<file path="src/rtl/pipe3_pkg.sv">
`timescale 1ns/1ps
package pipe3_pkg;
    typedef enum logic [1:0] {
        PS_EMPTY = 2'd0,
        PS_HALF  = 2'd1,
        PS_FULL  = 2'd2
    } pipe_state_e;
endpackage

</file>
<file path="src/rtl/pipe3_fsm.sv">
`timescale 1ns/1ps
module pipe3_fsm
    import pipe3_pkg::*;
(
    input  logic clk,
    input  logic rst_n,
    input  logic flush,
    output logic dec_valid,
    output logic ex_valid
);
    pipe_state_e state, state_nxt;

    always_ff @(posedge clk or negedge rst_n) begin
        if (!rst_n) state <= PS_EMPTY;
        else        state <= state_nxt;
    end

    always_comb begin
        unique case (state)
            PS_EMPTY: state_nxt = PS_HALF;
            PS_HALF:  state_nxt = PS_FULL;
            PS_FULL:  state_nxt = flush ? PS_EMPTY : PS_FULL;
            default:  state_nxt = PS_EMPTY;
        endcase
    end

    always_comb begin
        unique case (state)
            PS_EMPTY: begin dec_valid = 1'b0; ex_valid = 1'b0; end
            PS_HALF:  begin dec_valid = 1'b1; ex_valid = 1'b0; end
            PS_FULL:  begin dec_valid = 1'b1; ex_valid = 1'b1; end
            default:  begin dec_valid = 1'b0; ex_valid = 1'b0; end
        endcase
    end

    AST_LEGAL_STATE: assert property (@(posedge clk) disable iff (!rst_n)
        state inside {PS_EMPTY, PS_HALF, PS_FULL});
    AST_FILL_ORDER: assert property (@(posedge clk) disable iff (!rst_n)
        (state == PS_EMPTY) |=> (state == PS_HALF));
endmodule

</file>
<file path="src/rtl/pipe3_fetch.sv">
`timescale 1ns/1ps
module pipe3_fetch #(
    parameter int          XLEN     = 32,
    parameter int          STEP     = 4,
    parameter logic [31:0] RESET_PC = 32'h0
) (
    input  logic            clk,
    input  logic            rst_n,
    input  logic            redirect,
    input  logic [XLEN-1:0] target,
    output logic [XLEN-1:0] fetch_pc
);
    localparam logic [XLEN-1:0] STEP_W = XLEN'(STEP);
    localparam logic [XLEN-1:0] MASK_W = ~XLEN'(STEP - 1);

    always_ff @(posedge clk or negedge rst_n) begin
        if (!rst_n)        fetch_pc <= XLEN'(RESET_PC);
        else if (redirect) fetch_pc <= target & MASK_W;
        else               fetch_pc <= fetch_pc + STEP_W;
    end

    AST_ALIGNED: assert property (@(posedge clk) disable iff (!rst_n)
        redirect |=> (fetch_pc[1:0] == 2'b00));
endmodule

</file>
<file path="src/rtl/pipe3_stage.sv">
`timescale 1ns/1ps
module pipe3_stage #(
    parameter int XLEN = 32
) (
    input  logic            clk,
    input  logic            rst_n,
    input  logic [XLEN-1:0] in_instr,
    input  logic [XLEN-1:0] in_pc,
    output logic [XLEN-1:0] out_instr,
    output logic [XLEN-1:0] out_pc
);
    always_ff @(posedge clk or negedge rst_n) begin
        if (!rst_n) begin
            out_instr <= '0;
            out_pc    <= '0;
        end else begin
            out_instr <= in_instr;
            out_pc    <= in_pc;
        end
    end
endmodule

</file>
<file path="src/rtl/pipe3_ctl.sv">
`timescale 1ns/1ps
module pipe3_ctl #(
    parameter int          XLEN        = 32,
    parameter int          INSTR_BYTES = 4,
    parameter logic [31:0] RESET_PC    = 32'h0
) (
    input  logic            clk,
    input  logic            rst_n,
    output logic [XLEN-1:0] imem_addr,
    input  logic [XLEN-1:0] imem_data,
    input  logic            br_taken,
    input  logic [XLEN-1:0] br_target,
    output logic            dec_valid,
    output logic [XLEN-1:0] dec_instr,
    output logic [XLEN-1:0] dec_pc,
    output logic            ex_valid,
    output logic [XLEN-1:0] ex_instr,
    output logic [XLEN-1:0] ex_pc,
    output logic [XLEN-1:0] ex_pc_vis
);
    localparam int              NSTAGE   = 3;
    localparam int              PC_AHEAD = (NSTAGE - 1) * INSTR_BYTES;
    localparam logic [XLEN-1:0] AHEAD_W  = XLEN'(PC_AHEAD);
    localparam logic [XLEN-1:0] STEP_W   = XLEN'(INSTR_BYTES);

    logic            flush;
    logic [XLEN-1:0] fetch_pc;
    logic [XLEN-1:0] st_instr [NSTAGE];
    logic [XLEN-1:0] st_pc    [NSTAGE];

    assign flush = br_taken & ex_valid;

    pipe3_fetch #(.XLEN(XLEN), .STEP(INSTR_BYTES), .RESET_PC(RESET_PC)) u_fetch (
        .clk      (clk),
        .rst_n    (rst_n),
        .redirect (flush),
        .target   (br_target),
        .fetch_pc (fetch_pc)
    );

    pipe3_fsm u_fsm (
        .clk       (clk),
        .rst_n     (rst_n),
        .flush     (flush),
        .dec_valid (dec_valid),
        .ex_valid  (ex_valid)
    );

    assign st_instr[0] = imem_data;
    assign st_pc[0]    = fetch_pc;

    for (genvar i = 1; i < NSTAGE; i++) begin : g_stage
        pipe3_stage #(.XLEN(XLEN)) u_stage (
            .clk       (clk),
            .rst_n     (rst_n),
            .in_instr  (st_instr[i-1]),
            .in_pc     (st_pc[i-1]),
            .out_instr (st_instr[i]),
            .out_pc    (st_pc[i])
        );
    end

    assign imem_addr = fetch_pc;
    assign dec_instr = st_instr[1];
    assign dec_pc    = st_pc[1];
    assign ex_instr  = st_instr[2];
    assign ex_pc     = st_pc[2];
    assign ex_pc_vis = st_pc[2] + AHEAD_W;

    AST_DEC_TO_EX: assert property (@(posedge clk) disable iff (!rst_n)
        (dec_valid && !flush) |=> (ex_valid && ex_pc == $past(dec_pc) && ex_instr == $past(dec_instr)));
    AST_FETCH_STEP: assert property (@(posedge clk) disable iff (!rst_n)
        !flush |=> (imem_addr == $past(imem_addr) + STEP_W));
    AST_EX_AHEAD: assert property (@(posedge clk) disable iff (!rst_n)
        ex_valid |-> (imem_addr == ex_pc + AHEAD_W));
    AST_FLUSH_CLEARS: assert property (@(posedge clk) disable iff (!rst_n)
        flush |=> (!dec_valid && !ex_valid));
    AST_REDIRECT: assert property (@(posedge clk) disable iff (!rst_n)
        flush |=> (imem_addr[XLEN-1:2] == $past(br_target[XLEN-1:2])));
    AST_IDLE_BRANCH: assert property (@(posedge clk) disable iff (!rst_n)
        (br_taken && !ex_valid) |=> (imem_addr == $past(imem_addr) + STEP_W));
endmodule

</file>
<file path="config.mk">
export PLATFORM = sky130hd
export DESIGN_NAME = pipe3_ctl
export DESIGN_NICKNAME = d
export VERILOG_FILES = /design/src/rtl/pipe3_pkg.sv /design/src/rtl/pipe3_fsm.sv /design/src/rtl/pipe3_fetch.sv /design/src/rtl/pipe3_stage.sv /design/src/rtl/pipe3_ctl.sv
export SDC_FILE = /design/constraint.sdc
export NUM_CORES = 1
export LEC_CHECK = 0
export ABC_AREA = 1
export CAP_MARGIN = 5
export CORE_MARGIN = 2
export CORE_UTILIZATION = 33
export CTS_CLUSTER_DIAMETER = 50
export DETAILED_ROUTE_END_ITERATION = 6
export PLACE_DENSITY = 0.72
export REMOVE_ABC_BUFFERS = 1
export SKIP_LAST_GASP = 1
export SYNTH_ARGS = -nofsm -noshare
export SYNTH_HDL_FRONTEND = slang
export SYNTH_SLANG_ARGS = --single-unit
</file>
<file path="constraint.sdc">
create_clock -name clk -period 1.83 [get_ports clk]
set_input_delay 0.183 -clock clk [delete_from_list [all_inputs] [get_ports clk]]
set_output_delay 0.183 -clock clk [all_outputs]
set_load 0.02 [all_outputs]
</file>
==> reports/results.txt <==
The flow ran to the end, but the final reports show violations. The final reports fail on setup timing. The logs give 156 for the clock sink total and 49 for the maximum number of pins on one net before global-route repair. For this run, the post-layout net count is 1026. Endpoint of the worst hold-timing path: g_stage[1].u_stage.out_instr[13]. The most common flop cell mapped by yosys was dfrtp_1.

The congestion estimate from routability-driven global placement came to 0.853. Of the available clock period, the critical path in the final layout requires 114%. The sequential cells in the finished layout cover a total of 3910 sq um.

Summed over its instances, the top area cell type makes up 65.5% of the synthesized netlist area. Yosys instantiated no cell more often than nand2_1. Class of the most critical hold timing path: in -> reg. After layout, the minimum clock period comes to 2.08 ns. The first global-routing pass estimated 29.4 mm of wire. In this run, CTS created clock tree buffers numbering 17. Clock-pin slew was measured on the worst setup and hold paths at 0.07 ns. The H-tree was split into 4 levels. In the synthesized netlist, the cells that appear most often are nand2_1, dfrtp_1, nor2_1. The global routing stage identified its most utilized layer as met2.

The cell sitting at the root of the clock tree is a clkbuf_16. For this block, the initial DRC count from the detailed router was 308. After synthesis, the cell types taking the most area are dfrtp_1, nand2_1, nor2_1. The number of port buffers is 250. dfrtp_1 takes more of the synthesized area than any other cell. The tools report the sum of overflow across all layers after global routing as 0.

For the least setup slack across all paths after layout, the log shows -0.253 ns. STA classifies the critical path endpoint as an output pin. The detailed router placed 5278 vias in this run.

The area growth from synthesis to final layout was 71.6%. The worst hold path stage count works out to 1. Counting flops and latches in the post-synthesis netlist gives 156. Between clock sinks in the finished design, the worst skew comes to 0.0103 ns. For the max-slew violation count, the log shows 0. Summing every instance area after synthesis gives 5960 sq um.

Dividing the detail-routed wire length by the instance count gives 16.0 microns. Start of the worst register-to-register path: u_fetch.fetch_pc[2]. The power density relative to cell area is 1670 nW/um^2.

The global routing usage on met2 came out at 34.6%. The I/O pin total came out at 261. TritonCTS built the clock tree.

The number of standard cells in the layout, taps in and fillers out came out at 1197. Setup repair after global routing could not meet its margin everywhere. The number of enable-type register cells in the synthesized netlist is 0, and the maximum count of clock buffers along a single path is 2. The via count of the first global-routing pass is 5359.

Mean instance size in the synthesized netlist: 9.92 sq um. Clock latency on the worst-skew pair, taken at its later pin, is 0.42 ns. For the number of hold violations in the final report, the log shows 0. The region available for standard cell placement spans 17800 sq um. The number of placed instances, taps included, is 1148. For the worst hold margin, the log shows 0.187 ns. The peak fanout along the critical path came out at 4. VDD sags by at most 0.995 mV.

The run gives 0.17 ns as the setup slack of the most critical reg-to-reg path. The met1 usage was 23.9%; the y dimension of the die was 138 microns. Measured in cells, the most critical reg-to-reg path has a length of 8.

The number of warnings reported in the yosys synthesis log is 0. The number of antenna diodes in the final layout is 0. Summing all multi-input logic gate instances after layout gives 2080 sq um. The proportion of synthesized flip-flops having asynchronous set or reset was 100%; the die area was 19200 sq um.

Before antenna repair, the detailed router went through 5 iterations. The tools report the end of the worst register-to-register path as u_fetch.fetch_pc[28]. The fraction of the yosys area taken by sequential cells came out at 65.5%. The tools report the post-synthesis instance total as 601. For the worst setup path, the data required time is 1.65 ns. The average via count per standard cell is 4.41.

The distinct cell type count of the synthesized netlist was 30; the number of antenna violations at the first check in global routing was 0. The met3 layer usage reported by global route is 5.33%, and the layout cell share with drive strength beyond 1 is 22.0%. The run gives 0 as the post-route antenna net violation count. Final count of negative-setup-slack endpoints: 25. The startpoint identified for the worst hold timing path is imem_data[13].

The number of standard-cell rows in the floorplan was 49; the total routing usage reported by global routing was 19.9%. After detailed routing, the number of remaining DRC violations is 0. Fill cells in the final layout number 1548. The tools report the startpoint type of the worst setup path as a flop. The final layout contains routed wiring with a total length of 19.2 mm. Timing would allow up to 480 MHz. The max-cap violation count came out at 0. Detailed placement ended at an HPWL of 15.0 mm. The tools report the leakage power as 0.00472 uW.

Once the floorplan was initialized, standard cells occupied 33.4% of the core. The floorplan step set the die width to 138 microns. The class of the most critical setup path is reg -> out. Data arrives at the worst endpoint at 1.90 ns.
## report_power, final
group,switching [uW],internal [uW],leakage [uW]
combinational,4180,3720,0.00257
clock,1500,2060,0.000283
sequential,1120,4490,0.00187
## cells in the final DEF, fill, tap and decap left out, drive strengths merged
cell type | synthesis | final
a21oi | 3 | 3
a31oi | 1 | 1
and2 | 3 | 3
buf | 10 | 119
bufinv | 0 | 2
clkbuf | 4 | 18
clkdlybuf4s50 | 0 | 213
clkinv | 1 | 2
clkinvlp | 0 | 4
conb | 1 | 8
dfrtp | 156 | 156
dlygate4sd2 | 0 | 3
dlygate4sd3 | 0 | 1
dlymetal6s2s | 0 | 6
ha | 4 | 4
inv | 42 | 49
nand2 | 201 | 201
nand3 | 43 | 43
nand3b | 10 | 10
nand4 | 4 | 4
nor2 | 75 | 75
nor3 | 8 | 8
o21ai | 10 | 10
o21bai | 2 | 2
or2 | 4 | 4
xnor2 | 4 | 4
xor2 | 15 | 15
## worst max-delay path: stages (launching register included)
cell	delay, ns
dfrtp_1	0.38
ha_2	0.22
nand3_4	0.09
nor3_4	0.24
buf_4	0.17
nand3_2	0.08
xnor2_1	0.14
buf_4	0.16
## state kept, by name, summed over array words and instances, names as in the netlist
name and count:
g_stage.u_stage.out_instr 64, g_stage.u_stage.out_pc 60, u_fetch.fetch_pc 30, u_fsm.state 2
## kinds of logic after synthesis
logic type | Yosys count | synth area share, %
AND/OR/NAND/NOR | 348 | 25.2
other | 1 | 0.0629
XOR/XNOR | 19 | 2.79
flip-flops | 156 | 65.5
AO/OA/AOI/OAI | 16 | 1.45
buffers and inverters | 57 | 4.18
adder cells (fa/ha/maj) | 4 | 0.839
## routing by layer
| layer | share of wire [%] | vias up |
|---|---|---|
| met5 | 0 | - |
| met4 | 2.4 | 0 |
| met3 | 5.5 | 29 |
| met2 | 51 | 185 |
| met1 | 41 | 2488 |
| li1 | - | 2576 |
## metrics by stage
stage | TNS, ns | instance area [sq um] | worst slack (ns) | utilization [%] | total power (uW)
floorplan | -10.68 | 5900 | -0.477 | - | 8550
CTS | -3.99 | 10000 | -0.283 | 56.1 | 16900
detailed placement | -4.51 | 9280 | -0.374 | 52.0 | 13200
global placement | -3.61 | 9280 | -0.321 | 52.0 | 13100
global route | -6.23 | 10200 | -0.349 | 57.3 | 18000
finish | -3.57 | 10200 | -0.253 | 57.3 | 17100
## cell type report
cell class | count | area share, %
Clock buffer | 18 | 4.19
Sequential cell | 156 | 38.2
Inverter | 43 | 1.58
Timing Repair Buffer | 342 | 31.2
Clock inverter | 14 | 1.71
Tap cell | 229 | 2.80
Multi-Input combinational cell | 395 | 20.3
## repair_timing
item / CTS / global route
pin swaps: 20 / 26
gates resized for setup: 173 / 46
endpoints found under the setup margin: 30 / 33
hold endpoints to repair: 140 / 0
hold buffers: 1 / 0
setup buffers: 7 / 9
## worst max path at each step
stage,cells after the start,slack [ns],endpoint,startpoint
finish,7,-0.25,ex_pc_vis[19],g_stage[2].u_stage.out_pc[4]
global route,9,-0.35,ex_pc_vis[20],g_stage[2].u_stage.out_pc[4]
CTS,7,-0.28,ex_pc_vis[15],g_stage[2].u_stage.out_pc[4]
detailed placement,7,-0.37,ex_pc_vis[17],g_stage[2].u_stage.out_pc[11]
global placement,7,-0.32,ex_pc_vis[17],g_stage[2].u_stage.out_pc[11]
floorplan,6,-0.48,u_fetch.fetch_pc[7],u_fsm.state[0]
No activity file was read; power rests on OpenSTA's default activity.
